## src/rtl/rxs_pkg.sv

```systemverilog
package rxs_pkg;
    localparam int OCTET_W    = 8;
    localparam int DST_OCTETS = 6;
    localparam int WORD_W     = 16;
    localparam int STA_WORDS  = 3;
    localparam int HASH_WORDS = 4;
    localparam int HASH_IDX_W = 6;
    localparam int CRC_W      = 32;
    localparam logic [CRC_W-1:0] CRC_POLY = 32'hEDB8_8320;
    localparam logic [CRC_W-1:0] CRC_SEED = 32'hFFFF_FFFF;

    typedef enum logic [1:0] {
        WHY_STATION = 2'd0,
        WHY_BCAST   = 2'd1,
        WHY_HASH    = 2'd2,
        WHY_PROMISC = 2'd3
    } why_e;

    typedef struct packed {
        logic rx_on;
        logic promisc;
        logic hash_on;
    } ctl_t;

    typedef struct packed {
        logic accept;
        why_e why;
    } verdict_t;

    // One byte of a reflected CRC, least significant bit first
    function automatic logic [CRC_W-1:0] crc_step(input logic [CRC_W-1:0] c,
                                                   input logic [OCTET_W-1:0] b);
        logic [CRC_W-1:0] r;
        r = c ^ {{(CRC_W-OCTET_W){1'b0}}, b};
        for (int i = 0; i < OCTET_W; i++) begin
            r = r[0] ? ((r >> 1) ^ CRC_POLY) : (r >> 1);
        end
        return r;
    endfunction
endpackage

```

## src/rtl/rxs_cfg.sv

```systemverilog
module rxs_cfg
    import rxs_pkg::*;
#(
    parameter int AW = 3
) (
    input  logic                             clk,
    input  logic                             rst,
    input  logic                             we,
    input  logic [AW-1:0]                    addr,
    input  logic [WORD_W-1:0]                wdata,
    output logic [DST_OCTETS*OCTET_W-1:0]    station,
    output logic [HASH_WORDS*WORD_W-1:0]     hash_tbl,
    output ctl_t                             ctl
);
    localparam int HASH_TOP = STA_WORDS + HASH_WORDS - 1;
    localparam int CTL_ADDR = HASH_TOP + 1;

    // Station word 0 lands in the top bits: it carries the first bytes on the wire
    for (genvar i = 0; i < STA_WORDS; i++) begin : g_sta
        logic [WORD_W-1:0] q;
        always_ff @(posedge clk) begin
            if (rst)                             q <= '0;
            else if (we && addr == AW'(i))       q <= wdata;
        end
        assign station[(STA_WORDS-1-i)*WORD_W +: WORD_W] = q;
    end

    // Hash words are numbered downward from the highest address
    for (genvar k = 0; k < HASH_WORDS; k++) begin : g_hash
        logic [WORD_W-1:0] q;
        always_ff @(posedge clk) begin
            if (rst)                                 q <= '0;
            else if (we && addr == AW'(HASH_TOP-k))  q <= wdata;
        end
        assign hash_tbl[k*WORD_W +: WORD_W] = q;
    end

    always_ff @(posedge clk) begin
        if (rst) begin
            ctl <= '0;
        end else if (we && addr == AW'(CTL_ADDR)) begin
            ctl.rx_on   <= wdata[0];
            ctl.promisc <= wdata[1];
            ctl.hash_on <= wdata[2];
        end
    end
endmodule

```

## src/rtl/rxs_pad.sv

```systemverilog
module rxs_pad
    import rxs_pkg::*;
#(
    parameter int MIN_LEN = 60,
    localparam int IDX_W  = $clog2(MIN_LEN + 1)
) (
    input  logic               clk,
    input  logic               rst,
    input  logic               rx_on,
    input  logic               in_valid,
    input  logic               in_sof,
    input  logic               in_eof,
    input  logic [OCTET_W-1:0] in_data,
    output logic               in_ready,
    output logic               out_valid,
    output logic               out_sof,
    output logic               out_eof,
    output logic [OCTET_W-1:0] out_data,
    output logic [IDX_W-1:0]   out_idx
);
    localparam logic [IDX_W-1:0] LAST = IDX_W'(MIN_LEN - 1);
    localparam logic [IDX_W-1:0] FULL = IDX_W'(MIN_LEN);

    logic             in_frame_q, pad_q, take;
    logic [IDX_W-1:0] cnt_q, idx_n, cnt_n;

    assign in_ready = !pad_q;
    assign take     = in_valid && in_ready && (in_sof ? rx_on : in_frame_q);
    assign idx_n    = in_sof ? '0 : cnt_q;
    assign cnt_n    = (idx_n == FULL) ? FULL : idx_n + 1'b1;

    always_ff @(posedge clk) begin
        if (rst) begin
            in_frame_q <= 1'b0;
            pad_q      <= 1'b0;
            cnt_q      <= '0;
            out_valid  <= 1'b0;
            out_sof    <= 1'b0;
            out_eof    <= 1'b0;
            out_data   <= '0;
            out_idx    <= '0;
        end else begin
            out_valid <= 1'b0;
            out_sof   <= 1'b0;
            out_eof   <= 1'b0;
            if (pad_q) begin
                out_valid <= 1'b1;
                out_data  <= '0;
                out_idx   <= cnt_q;
                cnt_q     <= cnt_q + 1'b1;
                if (cnt_q == LAST) begin
                    out_eof <= 1'b1;
                    pad_q   <= 1'b0;
                end
            end else if (take) begin
                out_valid <= 1'b1;
                out_data  <= in_data;
                out_sof   <= in_sof;
                out_idx   <= idx_n;
                cnt_q     <= cnt_n;
                if (in_eof) begin
                    in_frame_q <= 1'b0;
                    if (idx_n >= LAST) out_eof <= 1'b1;
                    else               pad_q   <= 1'b1;
                end else begin
                    in_frame_q <= 1'b1;
                end
            end else if (in_valid && in_ready && in_sof) begin
                in_frame_q <= 1'b0;
            end
        end
    end

    AST_SOF_NEEDS_ENABLE: assert property (@(posedge clk) disable iff (rst)
        out_valid && out_sof |-> $past(rx_on));
    AST_EOF_MIN_LEN: assert property (@(posedge clk) disable iff (rst)
        out_valid && out_eof |-> out_idx >= LAST);
    AST_ONE_CYCLE_THROUGH: assert property (@(posedge clk) disable iff (rst)
        out_valid && out_sof |-> $past(in_valid && in_sof));
endmodule

```

## src/rtl/rxs_match.sv

```systemverilog
module rxs_match
    import rxs_pkg::*;
#(
    parameter int IDX_W = 6
) (
    input  logic                          clk,
    input  logic                          rst,
    input  logic                          byte_valid,
    input  logic [IDX_W-1:0]              byte_idx,
    input  logic [OCTET_W-1:0]            byte_data,
    input  logic [DST_OCTETS*OCTET_W-1:0] station,
    input  logic [HASH_WORDS*WORD_W-1:0]  hash_tbl,
    input  logic                          promisc,
    input  logic                          hash_on,
    output logic                          dec_valid,
    output logic                          dec_accept,
    output logic [1:0]                    dec_why
);
    localparam int HEAD_W = (DST_OCTETS - 1) * OCTET_W;
    localparam logic [IDX_W-1:0] DST_LAST = IDX_W'(DST_OCTETS - 1);

    logic [HEAD_W-1:0]              head_q;
    logic [CRC_W-1:0]               crc_q, crc_in, crc_n;
    logic [DST_OCTETS*OCTET_W-1:0]  dst;
    logic [HASH_IDX_W-1:0]          hidx;
    logic                           hash_hit, dv_q;
    verdict_t                       v_n, v_q;

    assign crc_in   = (byte_idx == '0) ? CRC_SEED : crc_q;
    assign crc_n    = crc_step(crc_in, byte_data);
    assign dst      = {head_q, byte_data};
    assign hidx     = crc_n[CRC_W-1 -: HASH_IDX_W];
    assign hash_hit = hash_tbl[hidx];

    // Rule priority: promiscuous, station, broadcast, hash
    always_comb begin
        v_n = '{accept: 1'b0, why: WHY_STATION};
        if (promisc)                 v_n = '{accept: 1'b1, why: WHY_PROMISC};
        else if (dst == station)     v_n = '{accept: 1'b1, why: WHY_STATION};
        else if (&dst)               v_n = '{accept: 1'b1, why: WHY_BCAST};
        else if (hash_on && hash_hit) v_n = '{accept: 1'b1, why: WHY_HASH};
    end

    always_ff @(posedge clk) begin
        if (rst) begin
            head_q <= '0;
            crc_q  <= CRC_SEED;
            dv_q   <= 1'b0;
            v_q    <= '0;
        end else begin
            dv_q <= 1'b0;
            if (byte_valid && byte_idx < DST_LAST) begin
                head_q <= {head_q[HEAD_W-OCTET_W-1:0], byte_data};
                crc_q  <= crc_n;
            end
            if (byte_valid && byte_idx == DST_LAST) begin
                dv_q <= 1'b1;
                v_q  <= v_n;
            end
        end
    end

    assign dec_valid  = dv_q;
    assign dec_accept = v_q.accept;
    assign dec_why    = v_q.why;

    AST_DEC_SLOT: assert property (@(posedge clk) disable iff (rst)
        dec_valid |-> $past(byte_valid && byte_idx == DST_LAST));
    AST_DEC_PULSE: assert property (@(posedge clk) disable iff (rst)
        dec_valid |=> !dec_valid);
    AST_PROMISC_WINS: assert property (@(posedge clk) disable iff (rst)
        dec_valid && $past(promisc) |-> dec_accept && dec_why == WHY_PROMISC);
    AST_REJECT_CODE: assert property (@(posedge clk) disable iff (rst)
        dec_valid && !dec_accept |-> dec_why == WHY_STATION);
    AST_HASH_NEEDS_EN: assert property (@(posedge clk) disable iff (rst)
        dec_valid && dec_accept && dec_why == WHY_HASH |-> $past(hash_on));
endmodule

```

## src/rtl/rx_dest_screen.sv

```systemverilog
module rx_dest_screen
    import rxs_pkg::*;
#(
    parameter int MIN_LEN = 60,
    parameter int CFG_AW  = 3
) (
    input  logic               clk,
    input  logic               rst,
    input  logic               cfg_we,
    input  logic [CFG_AW-1:0]  cfg_addr,
    input  logic [15:0]        cfg_wdata,
    input  logic               in_valid,
    input  logic               in_sof,
    input  logic               in_eof,
    input  logic [7:0]         in_data,
    output logic               in_ready,
    output logic               out_valid,
    output logic               out_sof,
    output logic               out_eof,
    output logic [7:0]         out_data,
    output logic               dec_valid,
    output logic               dec_accept,
    output logic [1:0]         dec_why
);
    localparam int IDX_W = $clog2(MIN_LEN + 1);

    logic [DST_OCTETS*OCTET_W-1:0] station;
    logic [HASH_WORDS*WORD_W-1:0]  hash_tbl;
    ctl_t                          ctl;
    logic [IDX_W-1:0]              out_idx;

    rxs_cfg #(.AW(CFG_AW)) cfg_i (
        .clk(clk), .rst(rst), .we(cfg_we), .addr(cfg_addr), .wdata(cfg_wdata),
        .station(station), .hash_tbl(hash_tbl), .ctl(ctl)
    );

    rxs_pad #(.MIN_LEN(MIN_LEN)) pad_i (
        .clk(clk), .rst(rst), .rx_on(ctl.rx_on),
        .in_valid(in_valid), .in_sof(in_sof), .in_eof(in_eof), .in_data(in_data),
        .in_ready(in_ready),
        .out_valid(out_valid), .out_sof(out_sof), .out_eof(out_eof),
        .out_data(out_data), .out_idx(out_idx)
    );

    rxs_match #(.IDX_W(IDX_W)) match_i (
        .clk(clk), .rst(rst),
        .byte_valid(out_valid), .byte_idx(out_idx), .byte_data(out_data),
        .station(station), .hash_tbl(hash_tbl),
        .promisc(ctl.promisc), .hash_on(ctl.hash_on),
        .dec_valid(dec_valid), .dec_accept(dec_accept), .dec_why(dec_why)
    );
endmodule

```

## config.mk

```make
export PLATFORM = sky130hd
export DESIGN_NAME = rx_dest_screen
export DESIGN_NICKNAME = d
export VERILOG_FILES = /design/src/rtl/rxs_pkg.sv /design/src/rtl/rxs_cfg.sv /design/src/rtl/rxs_pad.sv /design/src/rtl/rxs_match.sv /design/src/rtl/rx_dest_screen.sv
export SDC_FILE = /design/constraint.sdc
export NUM_CORES = 1
export LEC_CHECK = 0
export CAP_MARGIN = 20
export CORE_AREA = 2 2 144 146
export CTS_CLUSTER_SIZE = 40
export DETAILED_ROUTE_END_ITERATION = 10
export DIE_AREA = 0 0 146 148
export GPL_ROUTABILITY_DRIVEN = 0
export PLACE_DENSITY = 0.75
export SYNTH_ARGS = -nofsm -noshare
export SYNTH_HDL_FRONTEND = slang
export SYNTH_SLANG_ARGS = --single-unit
```

## constraint.sdc

```tcl
create_clock -name clk -period 3.07 [get_ports clk]
set_input_delay 0.307 -clock clk [delete_from_list [all_inputs] [get_ports clk]]
set_output_delay 0.307 -clock clk [all_outputs]
set_load 0.02 [all_outputs]
```

==> impl_metrics.env <==
export IMPL_final_common_cell="nand2_1"
export IMPL_reg2reg_depth=11
export IMPL_yosysWarnings=0
export IMPL_cts_sinks=216
export IMPL_multi_input_area_sq_mm=0.00612
export IMPL_ys_flop_type="dfxtp_1"
export IMPL_tns_ns=0
export IMPL_r2r_start="match_i.crc_q[2]"
export IMPL_pwr_share_clk=0.488
export IMPL_syn_avg_cell_area_sq_um=8.21
export IMPL_grt_max_degree=97
export IMPL_ys_top_cells_by_area="dfxtp_1 40%, nand2_1 12%, xnor2_1 10%"
export IMPL_drv_cap=0
export IMPL_n_antenna_cell=0
export IMPL_clk_pin_slew_ns=0.06
export IMPL_fin_crit_sh=0.993
export IMPL_async_reset_ff_frac=0
export IMPL_rows=52
export IMPL_cp_max_fo=5
export IMPL_drtPass1Iterations=5
export IMPL_cts_buffers=24
export IMPL_overflow=0
export IMPL_seq_area_frac_synth=0.401
export IMPL_grt_pass1_vias=8994
export IMPL_dr_total_vias=9569
export IMPL_finalPower_w=0.00634
export IMPL_syn_to_final_growth_pct=18.3
export IMPL_die_height_um=148
export IMPL_p_seq_frac=0.452
export IMPL_core_sq_mm=0.0200
export IMPL_cp_data_required_time_ns=3.52
export IMPL_dieArea_sq_mm=0.0216
export IMPL_track_usage=0.277
export IMPL_synthCells=1313
export IMPL_worst_pin_slew_ns=0.826
export IMPL_grt_pass1_wl_um=48500
export IMPL_yosysTopAreaCellShare=0.401
export IMPL_min_path_cells=2
export IMPL_ctsHoldBuffers=0
export IMPL_synth_edf_count=0
export IMPL_drc=0
export IMPL_hold_path_class="in -> reg"
export IMPL_cts_root_buf="clkbuf_16"
export IMPL_cts_buffer_depth=3
export IMPL_status="finished, final reports clean"
export IMPL_worstPathArrival_ns=3.50
export IMPL_cts_max_level=1
export IMPL_synth_net_count=1349
export IMPL_hold_viol_final=0
export IMPL_mostFrequentLayoutCells="341 x nand2_1, 210 x dfxtp_1, 166 x a21oi_1, 120 x xnor2_1, 102 x nor2_1"
export IMPL_vdd_drop_max_mv=0.520
export IMPL_slew_violations=0
export IMPL_finalInstanceArea_sq_mm=0.0128
export IMPL_hold_end="pad_i.out_idx[3]"
export IMPL_wire_per_inst_um=18.5
export IMPL_cp_end_kind="register"
export IMPL_layout_min_cycle_time_ns=3.05
export IMPL_ant_nets=0
export IMPL_rr_endpoint="match_i.dec_accept"
export IMPL_finalSetupViolCount=0
export IMPL_dieWidth_um=146
export IMPL_vias_per_cell=5.77
export IMPL_intPower_w=0.00487
export IMPL_floorplan_initialDensity=0.538
export IMPL_register_area_sq_mm=0.00434
export IMPL_fmax_mhz=328
export IMPL_ys_types=63
export IMPL_cts_tree="yes"
export IMPL_placed_area_sq_mm=0.0117
export IMPL_timing_hold_ws_ns=0.258
export IMPL_io_buffers=48
export IMPL_skew_ns=0.0132
export IMPL_cp_start_kind="register"
export IMPL_clk_latency_ns=0.53
export IMPL_syn_area_sq_mm=0.0108
export IMPL_p_comb_frac=0.060
export IMPL_holdCritStartpoint="rst"
export IMPL_drt_iter0_markers=932
export IMPL_ioPinCount=49
export IMPL_netSwitchingPower_w=0.00147
export IMPL_cellPowerDensity_mw_per_mm2=497
export IMPL_wirelength_um=30700
export IMPL_nFillCells=1691
export IMPL_sw_frac_of_total=0.232
export IMPL_synth_largest_area_cell="dfxtp_1"
export IMPL_leakagePower_nw=4.50
export IMPL_critPathKind="reg -> reg"
export IMPL_dpl_hpwl_um=20600
export IMPL_r2r_setup_slack_ns=0.02
export IMPL_nets=1407
export IMPL_drive_gt1_frac=0.123
export IMPL_antenna_found_initial=0
export IMPL_relSlewSlack=0.450
export IMPL_rsz0062_at_grt="true"
export IMPL_synth_seq_cells=216
==> layout make-up <==
| class | count | share of cell area |
|---|---|---|
| well taps | 270 | 0.0265 |
| multi-input cells | 1000 | 0.480 |
| clock buffers | 32 | 0.0526 |
| repair buffers | 120 | 0.0841 |
| inverters | 9 | 0.00265 |
| flip-flops and latches | 216 | 0.340 |
| clock inverters | 12 | 0.0140 |
==> metal layers <==
layer | global-route usage | vias to the layer above | wire length [um]
li1 | - | 4524 | -
met1 | 0.391 | 4541 | 13000
met2 | 0.432 | 433 | 13700
met3 | 0.0531 | 71 | 2930
met4 | 0.0869 | 0 | 1040
met5 | 0 | - | 0
==> Yosys cell counts, types with 5 or more instances <==
master,n
mux2i_1,23
nor3_1,18
and3_1,6
buf_2,8
nand4_1,28
dfxtp_1,216
o21ai_0,10
nor2b_1,5
inv_1,8
xnor2_1,123
a22oi_1,7
clkbuf_1,65
nand2_1,341
mux2_2,11
nor4_1,9
o22ai_1,9
buf_1,7
mux2_1,9
nand3_1,12
xor2_1,20
xnor2_4,5
a211o_1,30
a21oi_1,166
nor2_1,103
==> critical path, stage by stage (launching register included) <==
cell and delay (ns):
dfxtp_4 0.36, xnor3_1 0.39, xnor3_2 0.43, and3_4 0.21
nor2_8 0.16, buf_8 0.14, mux4_2 0.30, nand4_1 0.12
o311a_1 0.17, o311ai_1 0.10, or3_1 0.40, a211oi_2 0.17
==> what timing repair did <==
item	CTS	global route
setup buffers	0	7
hold endpoints to repair	0	0
gates cloned	0	1
pin swaps	1	6
resized for setup	4	22
setup endpoints to repair	1	10
==> flip-flops by register name, indices dropped and copies added, names as in the netlist, 2 cells and up <==
signal	count
cfg_i.g_hash.q	64
cfg_i.g_sta.q	48
match_i.head_q	40
match_i.crc_q	32
pad_i.out_data	8
pad_i.cnt_q	6
pad_i.out_idx	6
cfg_i.ctl	3
match_i.dec_why	2
==> through the flow <==
stage | std cells | setup WS [ns] | utilization
CTS | 1651 | 0.0350 | 0.628
detailed placement | 1607 | -0.0171 | 0.585
floorplan | 1313 | 0.00599 | -
global route | 1659 | -0.0765 | 0.636
finish | 1659 | 0.0218 | 0.636
global placement | 1607 | 0.0756 | 0.585
==> how the worst max path moves through the flow <==
stage,cells past startpoint,end,slack (ns),startpoint
2_1_floorplan,12,match_i.dec_accept,0.006,pad_i.out_data[2]
3_3_place_gp,11,match_i.dec_accept,0.08,pad_i.out_data[2]
3_5_place_dp,11,match_i.dec_accept,-0.02,pad_i.out_data[2]
4_1_cts,11,match_i.dec_accept,0.04,pad_i.out_data[3]
5_1_grt,11,match_i.dec_accept,-0.08,match_i.crc_q[2]
6_report,11,match_i.dec_accept,0.02,match_i.crc_q[2]
==> cells by family after synthesis <==
logic type      after synthesis  synth area share
xor+xnor                    162             0.156
buf+inv                      97            0.0400
compound gates              250             0.139
fa+ha+maj                     3           0.00348
mux                          47            0.0516
simple gates                538             0.209
flops                       216             0.401
==> power by group through the flow <==
stage               sequential (W)  clock, W  combinational (W)
global placement           0.00293         0           0.000358
floorplan                  0.00292         0           0.000220
detailed placement         0.00293         0           0.000362
global route               0.00287   0.00321           0.000411
CTS                        0.00287   0.00310           0.000366
finish                     0.00286   0.00309           0.000382
(Power assumes the default switching activity.)
